$ cat config.mk
export PLATFORM = sky130hd
export DESIGN_NAME = tpg_seed_switch
export DESIGN_NICKNAME = d
export VERILOG_FILES = /design/src/rtl/tpg_pkg.sv /design/src/rtl/tpg_seg_timer.sv /design/src/rtl/tpg_scrambler.sv /design/src/rtl/tpg_seed_switch.sv
export SDC_FILE = /design/constraint.sdc
export NUM_CORES = 1
export LEC_CHECK = 0
export BUFFER_PORTS_ARGS = -buffer_cell sky130_fd_sc_hd__buf_2
export CORE_UTILIZATION = 52
export CTS_CLUSTER_SIZE = 40
export DETAILED_ROUTE_END_ITERATION = 16
export PLACE_DENSITY = 0.83
export SLEW_MARGIN = 20
export SYNTH_ARGS = -nofsm -noshare
export SYNTH_HDL_FRONTEND = slang
export SYNTH_SLANG_ARGS = --single-unit
export TNS_END_PERCENT = 50
$ cat constraint.sdc
create_clock -name clk -period 5.6 [get_ports clk]
set_clock_uncertainty 0.1 [all_clocks]
set_input_delay 1.12 -clock clk [delete_from_list [all_inputs] [get_ports clk]]
set_output_delay 1.12 -clock clk [all_outputs]
set_load 0.05 [all_outputs]
$ cat src/rtl/tpg_pkg.sv
// Shared constants and types for the seed-switching pattern generator.
// Assumes the 1 + x^39 + x^58 scrambler and 66-bit blocks.
package tpg_pkg;
    localparam int SCR_W  = 58;
    localparam int PAY_W  = 64;
    localparam int HDR_W  = 2;
    localparam int BLK_W  = PAY_W + HDR_W;
    localparam int TAP_LO = 39;
    localparam int TAP_HI = 58;
    localparam logic [HDR_W-1:0] HDR_DATA = 2'b01;

    // Phase order is behaviour: the timer walks these in ascending order.
    typedef enum logic [1:0] {
        PH_A     = 2'd0,
        PH_A_INV = 2'd1,
        PH_B     = 2'd2,
        PH_B_INV = 2'd3
    } phase_e;
endpackage

$ cat src/rtl/tpg_seg_timer.sv
// Segment timer: counts blocks within a segment and steps the seed phase.
// Assumes one block per enabled cycle. A seg_len of 0 acts as 1.
module tpg_seg_timer #(
    parameter int LEN_W = 16
) (
    input  logic             clk,
    input  logic             rst_n,
    input  logic             enable,
    input  logic [LEN_W-1:0] seg_len,
    output tpg_pkg::phase_e  phase,
    output logic             at_first
);
    import tpg_pkg::*;

    logic [LEN_W-1:0] cnt_q;
    logic [LEN_W-1:0] len_eff;
    phase_e           phase_q;

    // Effective length clamps zero up to one.
    always_comb len_eff = (seg_len == '0) ? {{(LEN_W-1){1'b0}}, 1'b1} : seg_len;

    // Block counter and phase stepper; disable returns to the seed A start.
    always_ff @(posedge clk) begin
        if (!rst_n || !enable) begin
            cnt_q   <= '0;
            phase_q <= PH_A;
        end else if (cnt_q >= len_eff - 1'b1) begin
            cnt_q   <= '0;
            phase_q <= phase_e'(phase_q + 2'd1);
        end else begin
            cnt_q <= cnt_q + 1'b1;
        end
    end

    assign phase    = phase_q;
    assign at_first = (cnt_q == '0);

    // the phase changes only at the start of a segment
    a_r3_phase_moves_at_edge: assert property (@(posedge clk) disable iff (!rst_n)
        (phase_q != $past(phase_q)) |-> at_first);

    // a disabled cycle leaves the timer at the seed A start
    a_r8_restart_at_seed_a: assert property (@(posedge clk) disable iff (!rst_n)
        !enable |=> (phase_q == PH_A && at_first));

    // a unit-length segment makes every block a first block
    a_r5_unit_segment: assert property (@(posedge clk) disable iff (!rst_n)
        (enable && seg_len <= 1) |=> at_first);
endmodule

$ cat src/rtl/tpg_scrambler.sv
// Self-synchronizing scrambler: processes one 64-bit word per advance.
// The history can be overwritten by a seed in the same cycle it is used.
// State bit j holds the scrambled bit produced j+1 bits ago.
module tpg_scrambler #(
    parameter int SW = tpg_pkg::SCR_W,
    parameter int PW = tpg_pkg::PAY_W
) (
    input  logic          clk,
    input  logic          rst_n,
    input  logic          advance,
    input  logic          load,
    input  logic [SW-1:0] seed_val,
    input  logic [PW-1:0] din,
    output logic [PW-1:0] dout
);
    import tpg_pkg::*;

    logic [SW-1:0] hist_q;
    logic [SW-1:0] hist_nxt;
    logic [PW-1:0] pay_nxt;

    // Bit-serial scramble of one word, bit 0 first, from seed or history.
    always_comb begin
        logic [SW-1:0] h;
        logic          b;
        h = load ? seed_val : hist_q;
        for (int i = 0; i < PW; i++) begin
            b          = din[i] ^ h[TAP_LO-1] ^ h[TAP_HI-1];
            pay_nxt[i] = b;
            h          = {h[SW-2:0], b};
        end
        hist_nxt = h;
    end

    // History and output word registers, updated once per block.
    always_ff @(posedge clk) begin
        if (!rst_n) begin
            hist_q <= '0;
            dout   <= '0;
        end else if (advance) begin
            hist_q <= hist_nxt;
            dout   <= pay_nxt;
        end
    end
endmodule

$ cat src/rtl/tpg_seed_switch.sv
// Top: seed-switching scrambled pattern generator.
// Picks the seed and data polarity for the current phase. Drives the scrambler
// and registers the 66-bit block with its valid and segment-start flags.
// Assumes the seeds and data_word are held stable while enabled.
module tpg_seed_switch #(
    parameter int LEN_W = 16
) (
    input  logic                      clk,
    input  logic                      rst_n,
    input  logic                      enable,
    input  logic [tpg_pkg::SCR_W-1:0] seed_a,
    input  logic [tpg_pkg::SCR_W-1:0] seed_b,
    input  logic [tpg_pkg::PAY_W-1:0] data_word,
    input  logic [LEN_W-1:0]          seg_len,
    output logic [tpg_pkg::BLK_W-1:0] blk_out,
    output logic                      blk_valid,
    output logic                      seg_start
);
    import tpg_pkg::*;

    phase_e           phase;
    logic             at_first;
    logic             invert;
    logic [SCR_W-1:0] seed_sel;
    logic [PAY_W-1:0] data_sel;
    logic [PAY_W-1:0] payload;

    tpg_seg_timer #(.LEN_W(LEN_W)) u_timer (
        .clk      (clk),
        .rst_n    (rst_n),
        .enable   (enable),
        .seg_len  (seg_len),
        .phase    (phase),
        .at_first (at_first)
    );

    // Seed and data polarity for the current phase.
    always_comb begin
        invert   = (phase == PH_A_INV) || (phase == PH_B_INV);
        seed_sel = (phase == PH_A || phase == PH_A_INV) ? seed_a : seed_b;
        if (invert) seed_sel = ~seed_sel;
        data_sel = invert ? ~data_word : data_word;
    end

    tpg_scrambler #(.SW(SCR_W), .PW(PAY_W)) u_scr (
        .clk      (clk),
        .rst_n    (rst_n),
        .advance  (enable),
        .load     (at_first),
        .seed_val (seed_sel),
        .din      (data_sel),
        .dout     (payload)
    );

    // Output flags, aligned with the registered payload.
    always_ff @(posedge clk) begin
        if (!rst_n) begin
            blk_valid <= 1'b0;
            seg_start <= 1'b0;
        end else begin
            blk_valid <= enable;
            seg_start <= enable && at_first;
        end
    end

    assign blk_out = {payload, HDR_DATA};

    // every valid block carries the data sync header
    a_r1_header: assert property (@(posedge clk) disable iff (!rst_n)
        blk_valid |-> (blk_out[1:0] == 2'b01));

    // segment start never appears without a valid block
    a_r6_start_needs_valid: assert property (@(posedge clk) disable iff (!rst_n)
        seg_start |-> blk_valid);

    // the first block after a restart opens a segment
    a_r8_restart_flagged: assert property (@(posedge clk) disable iff (!rst_n)
        $rose(blk_valid) |-> seg_start);
endmodule

==> results of run 1 <==
==> metrics by stage <==
step,instances,instance area (um2),hold slack [ns],power [uW]
after floorplan,892,7610,0.353,1440
after global placement,1291,8940,0.369,1700
after detailed placement,1291,8940,0.378,1710
after CTS,1307,9240,0.392,2320
after global routing,1307,9240,0.408,2420
final,1308,9240,0.389,2320
==> where the power goes <==
group	switching (uW)	internal, uW	total, uW	leakage, uW
clock	292	318	610	0.000149
sequential	79.1	664	743	0.000692
combinational	599	365	964	0.00338
==> layer usage <==
metal,global-route usage (%),wire (um)
met4,8.89,495
met1,38.4,9550
met2,51.9,11300
met5,0,0
met3,5.72,1870
==> synthesized netlist by cell type, types with 4 or more instances <==
cell type  instances  share of area, %
mux2i_1           74               9.7
buf_6              6              0.89
inv_1             11              0.54
or3_1             13               1.1
o21ai_1           19               1.2
a21oi_1           27               1.8
a211oi_1          42               4.1
ha_1              22               3.6
o21ai_0            8              0.53
xnor2_1          144                17
xnor2_2            6               1.3
a21oi_2            7              0.81
a221oi_2          12               2.4
xor2_1            68               7.8
and3_1             5              0.41
nand2_1           45               2.2
nor3b_1            6              0.59
dfxtp_1           84                22
buf_4             13               1.3
nand3b_1          12               1.2
nor3_1             4              0.26
and2_1            19               1.6
clkbuf_1          20              0.99
nor2_1           101               5.0
nand3_1           26               1.7
a22oi_1            6              0.59
a21o_1            19               1.9
a22o_1             5              0.58
buf_2             15              0.99
==> cell families after synthesis <==
| logic type | after synthesis | synth area share, % |
|---|---|---|
| and+or+nand+nor | 249 | 16.1 |
| buffers and inverters | 68 | 4.83 |
| muxes | 75 | 9.88 |
| DFF | 84 | 22.1 |
| adders and majority gates | 22 | 3.62 |
| AOI/OAI and AO/OA | 172 | 17.1 |
| xor gates and xnor gates | 220 | 26.3 |
| other | 2 | 0.0987 |
==> layout make-up <==
| class | count | share of cell area [%] |
|---|---|---|
| Tap cell | 180 | 2.44 |
| Timing Repair Buffer | 275 | 15.2 |
| Sequential cell | 84 | 18.2 |
| Antenna cell | 1 | 0.0271 |
| Clock inverter | 7 | 0.799 |
| Clock buffer | 9 | 2.44 |
| Multi-Input combinational cell | 740 | 60.4 |
| Inverter | 12 | 0.487 |
==> layout by cell type (no fill, tap or decap), types with 3 or more instances in the layout <==
cell type / n
nor3_1: 4
clkbuf_16: 9
inv_8: 5
o21a_1: 3
o21ai_2: 3
and2_1: 19
a21oi_2: 7
a221oi_2: 12
dfxtp_1: 84
nor2_1: 99
and3_1: 5
o21ai_1: 19
a22oi_1: 6
a211oi_1: 42
buf_4: 12
a21oi_1: 27
inv_1: 11
xnor2_2: 6
nand3b_1: 12
o211ai_1: 3
xnor2_1: 144
nand3_1: 26
buf_2: 263
nand2b_1: 3
a31oi_1: 3
a21o_1: 19
a22o_1: 5
nor3b_1: 6
ha_1: 22
xor2_1: 68
mux2i_1: 74
or3_1: 13
nand4_1: 3
o21ai_0: 8
nand2_1: 44
==> state kept, by name, summed over array words and instances, names as in the netlist <==
| name | flops |
|---|---|
| u_scr.dout | 7 |
| u_scr.hist_q | 57 |
| u_timer.phase | 2 |
| blk_valid | 1 |
| u_timer.cnt_q | 16 |
| seg_start | 1 |
==> what timing repair did <==
| action | CTS | global route |
|---|---|---|
| endpoints found under the setup margin | 0 | 15 |
| setup buffers | 0 | 0 |
| gates resized for setup | 0 | 1 |
| hold buffers | 0 | 0 |
==> worst min path at each step <==
stage	depth (start not counted)	from	slack, ns	to
after floorplan	1	u_timer.cnt_q[0]	0.35	u_timer.cnt_q[0]
after global routing	2	u_scr.dout[3]	0.41	u_scr.dout[3]
after global placement	2	u_scr.dout[1]	0.37	u_scr.dout[1]
after detailed placement	1	u_timer.cnt_q[0]	0.38	u_timer.cnt_q[0]
after CTS	2	u_scr.dout[5]	0.39	u_scr.dout[5]
final	2	u_scr.dout[5]	0.39	u_scr.dout[5]
==> critical path: stages <==
cell,delay (ns)
buf_2,0.11
or4_1,0.58
or3_1,0.37
nor2_2,0.14
nand2_1,0.12
nor3_1,0.16
nand2_1,0.09
nor2_1,0.15
nor2_1,0.08
ha_1,0.22
nand2_1,0.19
nor2_1,0.08
xnor2_1,0.14
ha_1,0.20
a21o_1,0.17
a21o_1,0.17
a21oi_1,0.20
o211ai_1,0.12
a221oi_1,0.28
buf_4,0.19
nand2_2,0.19
nor2_1,0.19
==> impl_metrics.toml, run 1 <==
[worst_setup_path]
endpoint_kind = "flop"
r2r_end = "u_scr.hist_q[14]"
timing.rr.start = "u_timer.phase[1]"
cp_max_fo = 15
critPathCapture = "u_timer.cnt_q[7]"
worstSetupStartpointType = "input port"
rr_worst_depth = 12
startpoint = "seg_len[5]"
crit_arrival_ns = 5.27
rrSetupSlack_ns = 1.93
crit_type = "in -> reg"
crit_required_ns = 5.78

[timing]
drv_slew = 0
worst_slack_ns = 0.510
fmax_mhz = 196
timing.final.crit_share_pct = 90.9
hold_viol = 0
tightest_slew_ns = 1.06
slew_headroom_pct = 29.5
period_needed_ns = 5.09
rsz0062_at_grt = "no"
tns_ns = 0
setup_violations = 0

[global_route]
antenna_found_initial = 1
overflow = 0
grt_pass1_vias = 6720
grt_pass1_wl_mm = 35.0
grt_max_degree = 93
grt_usage_pct = 30.3

[die]
rows = 43
top_level_ports = 267
start_util_pct = 54.0
coreArea_um2 = 14100
die_area_um2 = 15100
die_y_um = 123
die_w_um = 123

[yosys]
syn_inst = 892
yosys.cell_types.count = 63
syn_nets = 1113
synth-edff-count = 0
synth.avg_cell_area_um2 = 8.53
ys_seq_area_share_pct = 22.1
netlist_area_um2 = 7610
synth-seq-cells = 84
ys_warn_count = 0
synth_ff_type = "dfxtp_1"
synthArstFlopShare_pct = 0

[cts]
cts_max_path_buffers = 2
clkLatencyLatePin_ns = 0.35
root_buffer = "clkbuf_16"
path_clk_slew_ns = 0.07
htreeDepth = 3
cts.sinks = 84
cts_tree = "done"
cts_buffers = 9

[route]
route.final.wire_length_mm = 23.2
ant_nets = 0
vias = 7370
drt_iter0_drc = 600
vias_per_cell = 5.63
drcViolationCount = 0
detail_route.wl_per_cell_um = 17.7
drt_pass1_iterations = 5

[placement]
gp_congestion = 0.910
preCtsSetupSlack_ns = 0.00336
io_buffers = 264
dp_hpwl_mm = 18.0

[hold_path]
hold_class = "reg -> reg"

[layout]
final_core_util_pct = 65.6
nets = 1343
fillers = 1218
multi_input_area_um2 = 5580
layout-drive-gt1-share_pct = 29.6
area_growth_pct = 21.4
seqCellArea_um2 = 1680

[outcome]
status = "finished, final reports clean"

[power]
leakagePower_uw = 0.00422
ir_worst_vdd_v = 0.000158
p_per_area_nw_per_um2 = 251

[flow_run]
maxCapViolations = 0
(Power assumes the default switching activity.)
==> run 2, diff against run 1 <==
--- a/config.mk
+++ b/config.mk
@@ -6,6 +6,7 @@
 export NUM_CORES = 1
 export LEC_CHECK = 0
 export BUFFER_PORTS_ARGS = -buffer_cell sky130_fd_sc_hd__buf_2
+export CORE_ASPECT_RATIO = 0.6
 export CORE_UTILIZATION = 52
 export CTS_CLUSTER_SIZE = 40
 export DETAILED_ROUTE_END_ITERATION = 16
==> run 2 against run 1 <==
  * Combinational power about the same
  * Design area up 0.41%
  * Sequential power about the same
  * Die area up 0.11%
  * Sequential share of layout area down 0.074 points
  * Final cell count up 0.92%
  * Critical path type unchanged
  * Highest routed layer is now met5
==> impl_metrics.toml, run 2 (synthesis results as in run 1) <==
[route]
vias_per_cell = 5.65
drt_iter0_drc = 589
ant_nets = 0
route.final.wire_length_mm = 24.7
vias = 7456
detail_route.wl_per_cell_um = 18.7
drcViolationCount = 0
drt_pass1_iterations = 5

[worst_setup_path]
crit_arrival_ns = 5.36
crit_required_ns = 5.76
cp_num_buf_inv = 2
worstSetupStartpointType = "input port"
critPathMaxStageDelay_ns = 0.60
crit_type = "in -> reg"
cp_max_fo = 15
path_delay_family = "simple AND/OR/NAND/NOR gates"
crit_path_top_delay_cell = "or4_1"
endpoint_kind = "flop"
critPathMostFrequentCell = "nor2_1"
path_cells = "buf_2 -> or4_1 -> or3_1 -> nor2_2 -> nand2_1 -> nor3_1 -> nand2_1 -> nor2_1 -> nor2_1 -> ha_1 -> nand2_1 -> nor2_1 -> xnor2_1 -> ha_1 -> a21o_1 -> a21o_1 -> a21oi_2 -> a21oi_1 -> a221oi_1 -> buf_4 -> nand2_2 -> nor2_1"

[die]
start_util_pct = 54.5
top_level_ports = 267
die_w_um = 158
rows = 33
coreArea_um2 = 14000
die_area_um2 = 15100
die_y_um = 95.7

[layout]
fin_area_um2 = 9280
seqCellArea_um2 = 1680
area_growth_pct = 21.9
fillers = 1228
multi_input_area_um2 = 5590
nets = 1343
final_cell_mix = "buf_2 (263), xnor2_1 (144), nor2_1 (99)"
largest_reg_flops = 57
top_register = "u_scr.hist_q"
reg_top3 = "u_scr.hist_q: 57 flops, u_timer.cnt_q: 16 flops, u_scr.dout: 7 flops"
layout_commonest_cell = "buf_2"
layout-drive-gt1-share_pct = 29.7

[outcome]
status = "finished, final reports clean"

[placement]
gp_congestion = 0.948
placed_area_um2 = 8960
preCtsSetupSlack_ns = -0.113
io_buffers = 264
dp_hpwl_mm = 19.5

[global_route]
antenna_found_initial = 1
grt_pass1_wl_mm = 37.0
grt_usage_pct = 32.6
grt_pass1_vias = 6762
grt_max_degree = 93
overflow = 0

[timing]
drv_slew = 0
hold_viol = 0
period_needed_ns = 5.20
fmax_mhz = 192
worst_slack_ns = 0.400
timing.final.crit_share_pct = 92.9
setup_violations = 0
slew_headroom_pct = 30.8
tightest_slew_ns = 1.04
rsz0062_at_grt = "no"

[hold_path]
hold_class = "reg -> reg"

[flow_run]
maxCapViolations = 0

[power]
leakagePower_uw = 0.00421
p_per_area_nw_per_um2 = 252
p_total_uw = 2340
ir_worst_vdd_v = 0.000153

[cts]
cts_max_path_buffers = 2
post-cts-setup-buffer-count = 0
holdBufCountCts = 0
clkLatencyLatePin_ns = 0.33
cts.sinks = 84
htreeDepth = 3
cts_tree = "done"
cts_resized = 0
path_clk_slew_ns = 0.07
root_buffer = "clkbuf_16"
cts_buffers = 9
run 2: changes by cell type in the layout (fill, tap and decap cells not counted), sizes merged:
cell	change
bufinv	+1
clkinvlp	+3
clkbuf	+1
inv	-4
clkinv	-1
run 2: layer usage:
layer  share of wire (%)  vias to the layer above  track usage (%)
li1                    -                     3577                -
met2                  43                      334             51.7
met3                 9.3                       32             7.52
met4                 1.7                        2             7.85
met1                  45                     3511             44.6
met5               0.053                        -                0
run 2: worst paths after layout:
check,from,to,slack (ns),cells after the start
setup reg to reg,u_timer.phase[1],u_scr.hist_q[2],1.71,12
hold / removal,u_scr.dout[5],u_scr.dout[5],0.38,2
setup / recovery,seg_len[5],u_timer.cnt_q[3],0.40,22
hold reg to reg,u_scr.dout[5],u_scr.dout[5],0.38,2
run 2: final cells by class:
cell class / instances / area share [%]
antenna: 1 / 0.0270
clock buffer: 10 / 2.58
clock inverter: 6 / 0.755
inverter: 12 / 0.485
multi-input combinational: 740 / 60.3
sequential: 84 / 18.1
tap: 192 / 2.59
timing repair buffer: 275 / 15.2
run 2: stage by stage:
step / setup TNS, ns / util (%) / cells / hold WS [ns]
CTS: 0 / 66.4 / 1319 / 0.388
detailed placement: -1.45 / 64.2 / 1303 / 0.378
finish: 0 / 66.5 / 1320 / 0.384
global route: 0 / 66.5 / 1319 / 0.412
global placement: 0 / 64.2 / 1303 / 0.370
floorplan: 0 / - / 892 / 0.353
run 2: worst min-delay path: stages, from the launching register on:
cell and delay (ns):
dfxtp_1 0.31, nor2_1 0.08, a211oi_1 0.05
run 2: where the power goes:
part           total (uW)  switching (uW)  internal [uW]
Clock                 623             262            361
Combinational         966             601            365
Sequential            746            81.6            664
Total                2340             945           1390
